`src/rtl/zit_pkg.sv`:
```
// Shared register selects and control-field positions for the interval timer.
package zit_pkg;
    typedef enum logic [1:0] {
        SEL_LO   = 2'd0,
        SEL_HI   = 2'd1,
        SEL_CTL  = 2'd2,
        SEL_NONE = 2'd3
    } reg_sel_e;

    localparam int BIT_FAST = 4;
    localparam int BIT_IE   = 3;
    localparam int BIT_CLR  = 2;
    localparam int BIT_ZF   = 1;
    localparam int BIT_EN   = 0;
    localparam logic [7:0] CTL_ONES = 8'hE4;
endpackage

```
`src/rtl/zit_prescaler.sv`:
```
// Divides the clock into counter ticks at one of two rates.
// Assumes both ratios are at least 2; restart zeroes the phase.
module zit_prescaler #(
    parameter int SLOW_DIV = 2000,
    parameter int FAST_DIV = 400
) (
    input  logic clk,
    input  logic rst_n,
    input  logic run,
    input  logic fast,
    input  logic restart,
    output logic tick
);
    localparam int MAX_DIV = (SLOW_DIV > FAST_DIV) ? SLOW_DIV : FAST_DIV;
    localparam int PH_W    = $clog2(MAX_DIV);

    logic [PH_W-1:0] phase_q;
    logic [PH_W-1:0] limit;

    // Last phase of the selected interval.
    assign limit = fast ? PH_W'(FAST_DIV - 1) : PH_W'(SLOW_DIV - 1);
    assign tick  = run && (phase_q == limit);

    // Phase counter: restart, advance while running, hold otherwise.
    always_ff @(posedge clk) begin
        if (!rst_n)       phase_q <= '0;
        else if (restart) phase_q <= '0;
        else if (run)     phase_q <= tick ? '0 : phase_q + 1'b1;
    end
endmodule

```
`src/rtl/zit_counter.sv`:
```
// Reload register built from byte lanes, plus the down-counter.
// A byte write loads the counter at once and takes priority over a tick.
module zit_counter #(
    parameter int BYTE_W = 8,
    parameter int LANES  = 2
) (
    input  logic                    clk,
    input  logic                    rst_n,
    input  logic [LANES-1:0]        wr_lane,
    input  logic [BYTE_W-1:0]       wbyte,
    input  logic                    tick,
    output logic [LANES*BYTE_W-1:0] cnt,
    output logic                    zero_evt
);
    localparam int CNT_W = LANES * BYTE_W;

    logic [CNT_W-1:0] reload_q, reload_nx, cnt_q, cnt_nx;

    // One lane of the next reload value per data register.
    for (genvar b = 0; b < LANES; b++) begin : g_lane
        assign reload_nx[b*BYTE_W +: BYTE_W] =
            wr_lane[b] ? wbyte : reload_q[b*BYTE_W +: BYTE_W];
    end

    // Next count: load, reload at zero, decrement, or hold.
    always_comb begin
        if (|wr_lane)             cnt_nx = reload_nx;
        else if (!tick)           cnt_nx = cnt_q;
        else if (cnt_q == '0)     cnt_nx = reload_q;
        else                      cnt_nx = cnt_q - 1'b1;
    end

    assign zero_evt = (cnt_nx == '0) && (cnt_q != '0);
    assign cnt      = cnt_q;

    // State registers for the reload value and the count.
    always_ff @(posedge clk) begin
        if (!rst_n) begin
            reload_q <= '0;
            cnt_q    <= '1;
        end else begin
            reload_q <= reload_nx;
            cnt_q    <= cnt_nx;
        end
    end
endmodule

```
`src/rtl/zit_ctrl.sv`:
```
// Control fields, sticky zero flag and interrupt line.
// A clear in the same cycle as a zero event wins over the event.
module zit_ctrl
    import zit_pkg::*;
(
    input  logic       clk,
    input  logic       rst_n,
    input  logic       ctl_wr,
    input  logic [7:0] wdata,
    input  logic       cnt_zero,
    input  logic       zero_evt,
    output logic       en,
    output logic       fast,
    output logic       ie,
    output logic       zflag,
    output logic       irq
);
    logic clr_ok;

    // The clear is refused while the count sits at zero with counting on.
    assign clr_ok = ctl_wr && wdata[BIT_CLR] && (!cnt_zero || !en);

    // Writable control fields.
    always_ff @(posedge clk) begin
        if (!rst_n) begin
            en   <= 1'b0;
            fast <= 1'b0;
            ie   <= 1'b0;
        end else if (ctl_wr) begin
            en   <= wdata[BIT_EN];
            fast <= wdata[BIT_FAST];
            ie   <= wdata[BIT_IE];
        end
    end

    // Sticky zero flag.
    always_ff @(posedge clk) begin
        if (!rst_n)              zflag <= 1'b0;
        else if (clr_ok)         zflag <= 1'b0;
        else if (zero_evt && en) zflag <= 1'b1;
    end

    // Interrupt line: cleared by an accepted clear or by disabling it.
    always_ff @(posedge clk) begin
        if (!rst_n)                                irq <= 1'b0;
        else if (clr_ok || (ctl_wr && !wdata[BIT_IE])) irq <= 1'b0;
        else if (zero_evt && ie)                   irq <= 1'b1;
    end
endmodule

```
`src/rtl/zero_interval_timer.sv`:
```
// Top of the interval timer: register decode, read mux and wiring.
// Assumes one register access per cycle; reads have no side effects.
module zero_interval_timer
    import zit_pkg::*;
#(
    parameter int SLOW_DIV = 2000,
    parameter int FAST_DIV = 400
) (
    input  logic       clk,
    input  logic       rst_n,
    input  logic       wr_en,
    input  logic [1:0] addr,
    input  logic [7:0] wdata,
    output logic [7:0] rdata,
    output logic       irq
);
    localparam int BYTE_W = 8;
    localparam int LANES  = 2;
    localparam int CNT_W  = BYTE_W * LANES;

    logic [LANES-1:0] wr_lane;
    logic             ctl_wr, tick, zero_evt;
    logic             en, fast, ie, zflag;
    logic [CNT_W-1:0] cnt_w;

    // Write decode.
    assign wr_lane = {wr_en && (addr == SEL_HI), wr_en && (addr == SEL_LO)};
    assign ctl_wr  = wr_en && (addr == SEL_CTL);

    zit_prescaler #(.SLOW_DIV(SLOW_DIV), .FAST_DIV(FAST_DIV)) u_pre (
        .clk(clk), .rst_n(rst_n), .run(en), .fast(fast),
        .restart(ctl_wr), .tick(tick)
    );

    zit_counter #(.BYTE_W(BYTE_W), .LANES(LANES)) u_cnt (
        .clk(clk), .rst_n(rst_n), .wr_lane(wr_lane), .wbyte(wdata),
        .tick(tick), .cnt(cnt_w), .zero_evt(zero_evt)
    );

    zit_ctrl u_ctl (
        .clk(clk), .rst_n(rst_n), .ctl_wr(ctl_wr), .wdata(wdata),
        .cnt_zero(cnt_w == '0), .zero_evt(zero_evt),
        .en(en), .fast(fast), .ie(ie), .zflag(zflag), .irq(irq)
    );

    // Read mux: live count bytes, control image, zero for the spare slot.
    always_comb begin
        unique case (addr)
            SEL_LO:  rdata = cnt_w[BYTE_W-1:0];
            SEL_HI:  rdata = cnt_w[CNT_W-1:BYTE_W];
            SEL_CTL: rdata = CTL_ONES | (8'(fast) << BIT_FAST) | (8'(ie) << BIT_IE)
                           | (8'(zflag) << BIT_ZF) | (8'(en) << BIT_EN);
            default: rdata = 8'h00;
        endcase
    end
endmodule

```
`config.mk`:
```
export PLATFORM = sky130hd
export DESIGN_NAME = zero_interval_timer
export DESIGN_NICKNAME = d
export VERILOG_FILES = /design/src/rtl/zit_pkg.sv /design/src/rtl/zit_prescaler.sv /design/src/rtl/zit_counter.sv /design/src/rtl/zit_ctrl.sv /design/src/rtl/zero_interval_timer.sv
export SDC_FILE = /design/constraint.sdc
export NUM_CORES = 1
export LEC_CHECK = 0
export BUFFER_PORTS_ARGS = -buffer_cell sky130_fd_sc_hd__buf_4
export CAP_MARGIN = 20
export CORE_MARGIN = 2
export CORE_UTILIZATION = 40
export CTS_CLUSTER_DIAMETER = 120
export DETAILED_ROUTE_END_ITERATION = 6
export GPL_TIMING_DRIVEN = 0
export HOLD_SLACK_MARGIN = 0.1
export REMOVE_ABC_BUFFERS = 1
export SYNTH_ARGS = -nofsm -noshare
export SYNTH_HDL_FRONTEND = slang
export SYNTH_SLANG_ARGS = --single-unit
```
`constraint.sdc`:
```
create_clock -name clk -period 6.8 [get_ports clk]
set_input_delay 1.02 -clock clk [delete_from_list [all_inputs] [get_ports clk]]
set_output_delay 1.02 -clock clk [all_outputs]
set_load 0.1 [all_outputs]
```
==> results.txt <==
- Unrepaired setup endpoints after global routing: no
- Number of detailed-routing iterations run before antenna repair: 5
* Required time of the worst setup path: 5780 ps
* Arrival time worst endpoint: 2420 ps
- Aggregate global routing overflow: 0
- Slew @ Worst Pin: 1010 ps
- The setup path with the least slack is of type input port to output port.
- Terminus of the critical flop-to-flop path: u_ctl.irq
- Fin crit period: 3440 ps
- Of all flip-flops after synthesis, the portion carrying an async set or reset was 0.
* Clock root cell: clkbuf_8
* Sum of net half-perimeters after detailed placement: 6210 µm
- Horizontal extent of the die: 90.6 µm
* CP max stage cell: nor2b_1
- Max-cap violations in this run came to 0.
* Setup WS post-layout: 3360 ps
- Summed over all failing endpoints, the final setup total negative slack is 0 ps.
- At the placement stage, the worst setup path has a slack of 3370 ps.
- The startpoint identified for the worst hold timing path is u_pre.phase_q[1].
- Total of cells resized after clock tree synthesis: 0
* Number of enable flip-flop cells after synthesis: 0
- Detailed routing inserted a total of 2894 vias.
- Maximum root-to-sink buffer count: 2
- Inserted Clock Buffers: 5
- In the global route stage, overall resource usage came out at 0.217.
* Ports placed on the boundary: 22
- In the final layout, the share of cells above drive strength 1 is 0.122.
* FF+latch count, synth: 48
- The worst register-to-register path has a depth of 7.
- The Yosys step of the flow raised 0 warnings.
- For this run, the register share of the synthesized area comes to 0.320.
- Slowest Stage Delay on Critical Path: 470 ps
- Result of the run: completed
- Leading cell types by total area after synthesis: dfxtp_1, mux2i_1, nand2_1
- In this run the register-to-register setup slack is 3600 ps.
* Port buffer count: 21
* Vias per Instance: 5.86
- The count of nets left with antenna violations once routing finished came out at 0.
* Maximum operating frequency: 291 MHz
* Number of violations reported at the end of detailed-routing iteration 0: 341
- Critical path's most frequent cell: buf_4
* Area grow syn2layout: 10.0%
- The first global-routing pass estimated 14500 µm of wire.
- At the end of routability-driven placement, the weighted congestion stood at 0.979.
- The worst register-to-register path begins at u_cnt.cnt[11].
* PwrDens: 196 nW/µm²
- Leakage dissipation: 0.00124 µW
* DRC viols: 0
* Part of the cycle the worst path needs: 0.506
* Number of hold violations in the final report: 0
- Quantity of hold-fixing buffers added after cts: 0
- Max Clock Skew: 7.47 ps
- Counting instances, the worst hold path has a depth of 2.
* Total standard cell area after synthesis: 3000 µm²
* Clk Latency, worst-skew pair: 310 ps
* Number of buffers inserted to repair setup after CTS: 0
- Number of max-slew violations in the final report: 0
- Cell type with the highest aggregate area in the netlist: dfxtp_1
- The share of synthesized area in the top cell type comes to 0.320.
- The cell count after synthesis came out at 388.
- Vias in the first global route: 2747
- Number of clock sinks: 48
- Main synth FF type: dfxtp_1
* Rows: 31
* Maximum number of pins on one net before global-route repair: 33
- TritonCTS built the clock tree.
- After synthesis, the mean cell area works out to 7.74 µm².
- CTS H-tree lvls: 2
* Core Area: 7250 µm²
* Peak supply drop: 0.109 mV
* Setup-violating endpoint count in the final report: 0
* Final Net Count: 410
- Clock Pin Slew Worst Setup and Hold Paths: 100 ps
- Final-layout worst hold slack: 473 ps
* Worst-path fanout max: 32
* Worst hold path class: flip-flop to flip-flop
- Synthesis instantiated 67 different standard cells from the library.
- The worst setup path is captured at an output port.
- The die covers 8210 µm².
- Dividing the detail-routed wire length by the instance count gives 17.4 µm.
- Measured against its own limit, the worst slew margin works out to 0.320.
* Starting Density: 0.414
- The worst setup path is launched from an input port.
- Ranked by instance count, the synthesized netlist is headed by nand2_1, dfxtp_1, nor2_1.
* Dominant cell by count in the synthesized netlist: nand2_1
* Routed wire length: 8610 µm
- The repair_antennas step left the layout with diodes totalling 0.
* Antenna violations before repair: 0
- Endpoint with the worst hold slack: u_pre.phase_q[1]
- The die is 90.6 µm tall.
- Walking the worst path, the cells encountered are buf_4 -> nor2b_1 -> nand2_1 -> o21ai_0 -> buf_4.
-- critical path, delay by kind of cell --
family	cells	cell delay (ps)
AND/OR/NAND/NOR	2	590
buffers and inverters	2	670
AO/OA/AOI/OAI	1	120
-- layout by cell type, fill, tap and decap left out, drive strengths merged, types with 4 or more instances in the layout --
| cell | n |
|---|---|
| or3 | 6 |
| nand4 | 6 |
| mux2i | 26 |
| buf | 22 |
| inv | 9 |
| nand2 | 59 |
| o21ai | 24 |
| a21oi | 30 |
| nand3 | 13 |
| nor3 | 7 |
| dfxtp | 48 |
| nand2b | 6 |
| a211oi | 6 |
| and3 | 6 |
| mux2 | 4 |
| nor2 | 40 |
| clkbuf | 5 |
| nor4 | 5 |
| o211ai | 5 |
| nor2b | 7 |
| xor2 | 6 |
-- layout make-up --
class / instances / area [µm²]
Clock buffer: 5 / 68.8
Clock inverter: 3 / 46.3
Fill cell: 742 / 3950
Inverter: 9 / 33.8
Multi-Input combinational cell: 308 / 1900
Sequential cell: 48 / 961
Tap cell: 99 / 124
Timing Repair Buffer: 22 / 165
-- per-stage QoR --
stage	power [µW]	instances	utilization	cell area, µm²
global placement	433	485	0.438	3180
floorplan	392	365	-	2900
CTS	648	494	0.455	3300
finish	648	494	0.455	3300
detailed placement	434	486	0.439	3190
global route	674	494	0.455	3300
-- sequential cells by signal, indices dropped and copies added (netlist names) --
name	cells
u_cnt.reload_q	16
u_pre.phase_q	11
u_ctl.irq	1
u_ctl.en	1
u_ctl.zflag	1
u_cnt.cnt	16
u_ctl.fast	1
u_ctl.ie	1
-- power by group --
part	switching [µW]	total [µW]	internal (µW)	leakage [µW]
sequential	17.0	309	292	0.000392
clock	108	219	111	0.0000548
combinational	82.1	120	37.8	0.000790
total	207	648	441	0.00124
-- routing by layer --
metal / GRT usage / wire length (µm) / part of all wire / vias up
met5: 0 / 0 / 0 / -
met4: 0.0731 / 208 / 0.024 / 0
met3: 0.0509 / 654 / 0.076 / 21
met2: 0.323 / 3660 / 0.43 / 134
met1: 0.307 / 4080 / 0.47 / 1325
li1: - / - / - / 1414
-- cells by family after synthesis --
kind of cell	count (synthesis)	synth area share
adder cells (fa/ha/maj)	3	0.0125
AO/OA/AOI/OAI	98	0.223
flip-flops	48	0.320
multiplexers	30	0.102
XOR/XNOR	8	0.0233
AND/OR/NAND/NOR	169	0.274
buffers and inverters	32	0.0458
-- worst max path at each step --
stage          depth (start not counted)         to    start  slack (ps)
2_1_floorplan                          2   rdata[0]  addr[1]        2550
3_3_place_gp                           8  u_ctl.irq  addr[1]        2740
3_5_place_dp                           5   rdata[3]  addr[0]        3370
4_1_cts                                5   rdata[3]  addr[0]        3360
5_1_grt                                5   rdata[3]  addr[0]        3130
6_report                               5   rdata[3]  addr[0]        3360
No activity file was read; power rests on OpenSTA's default activity.
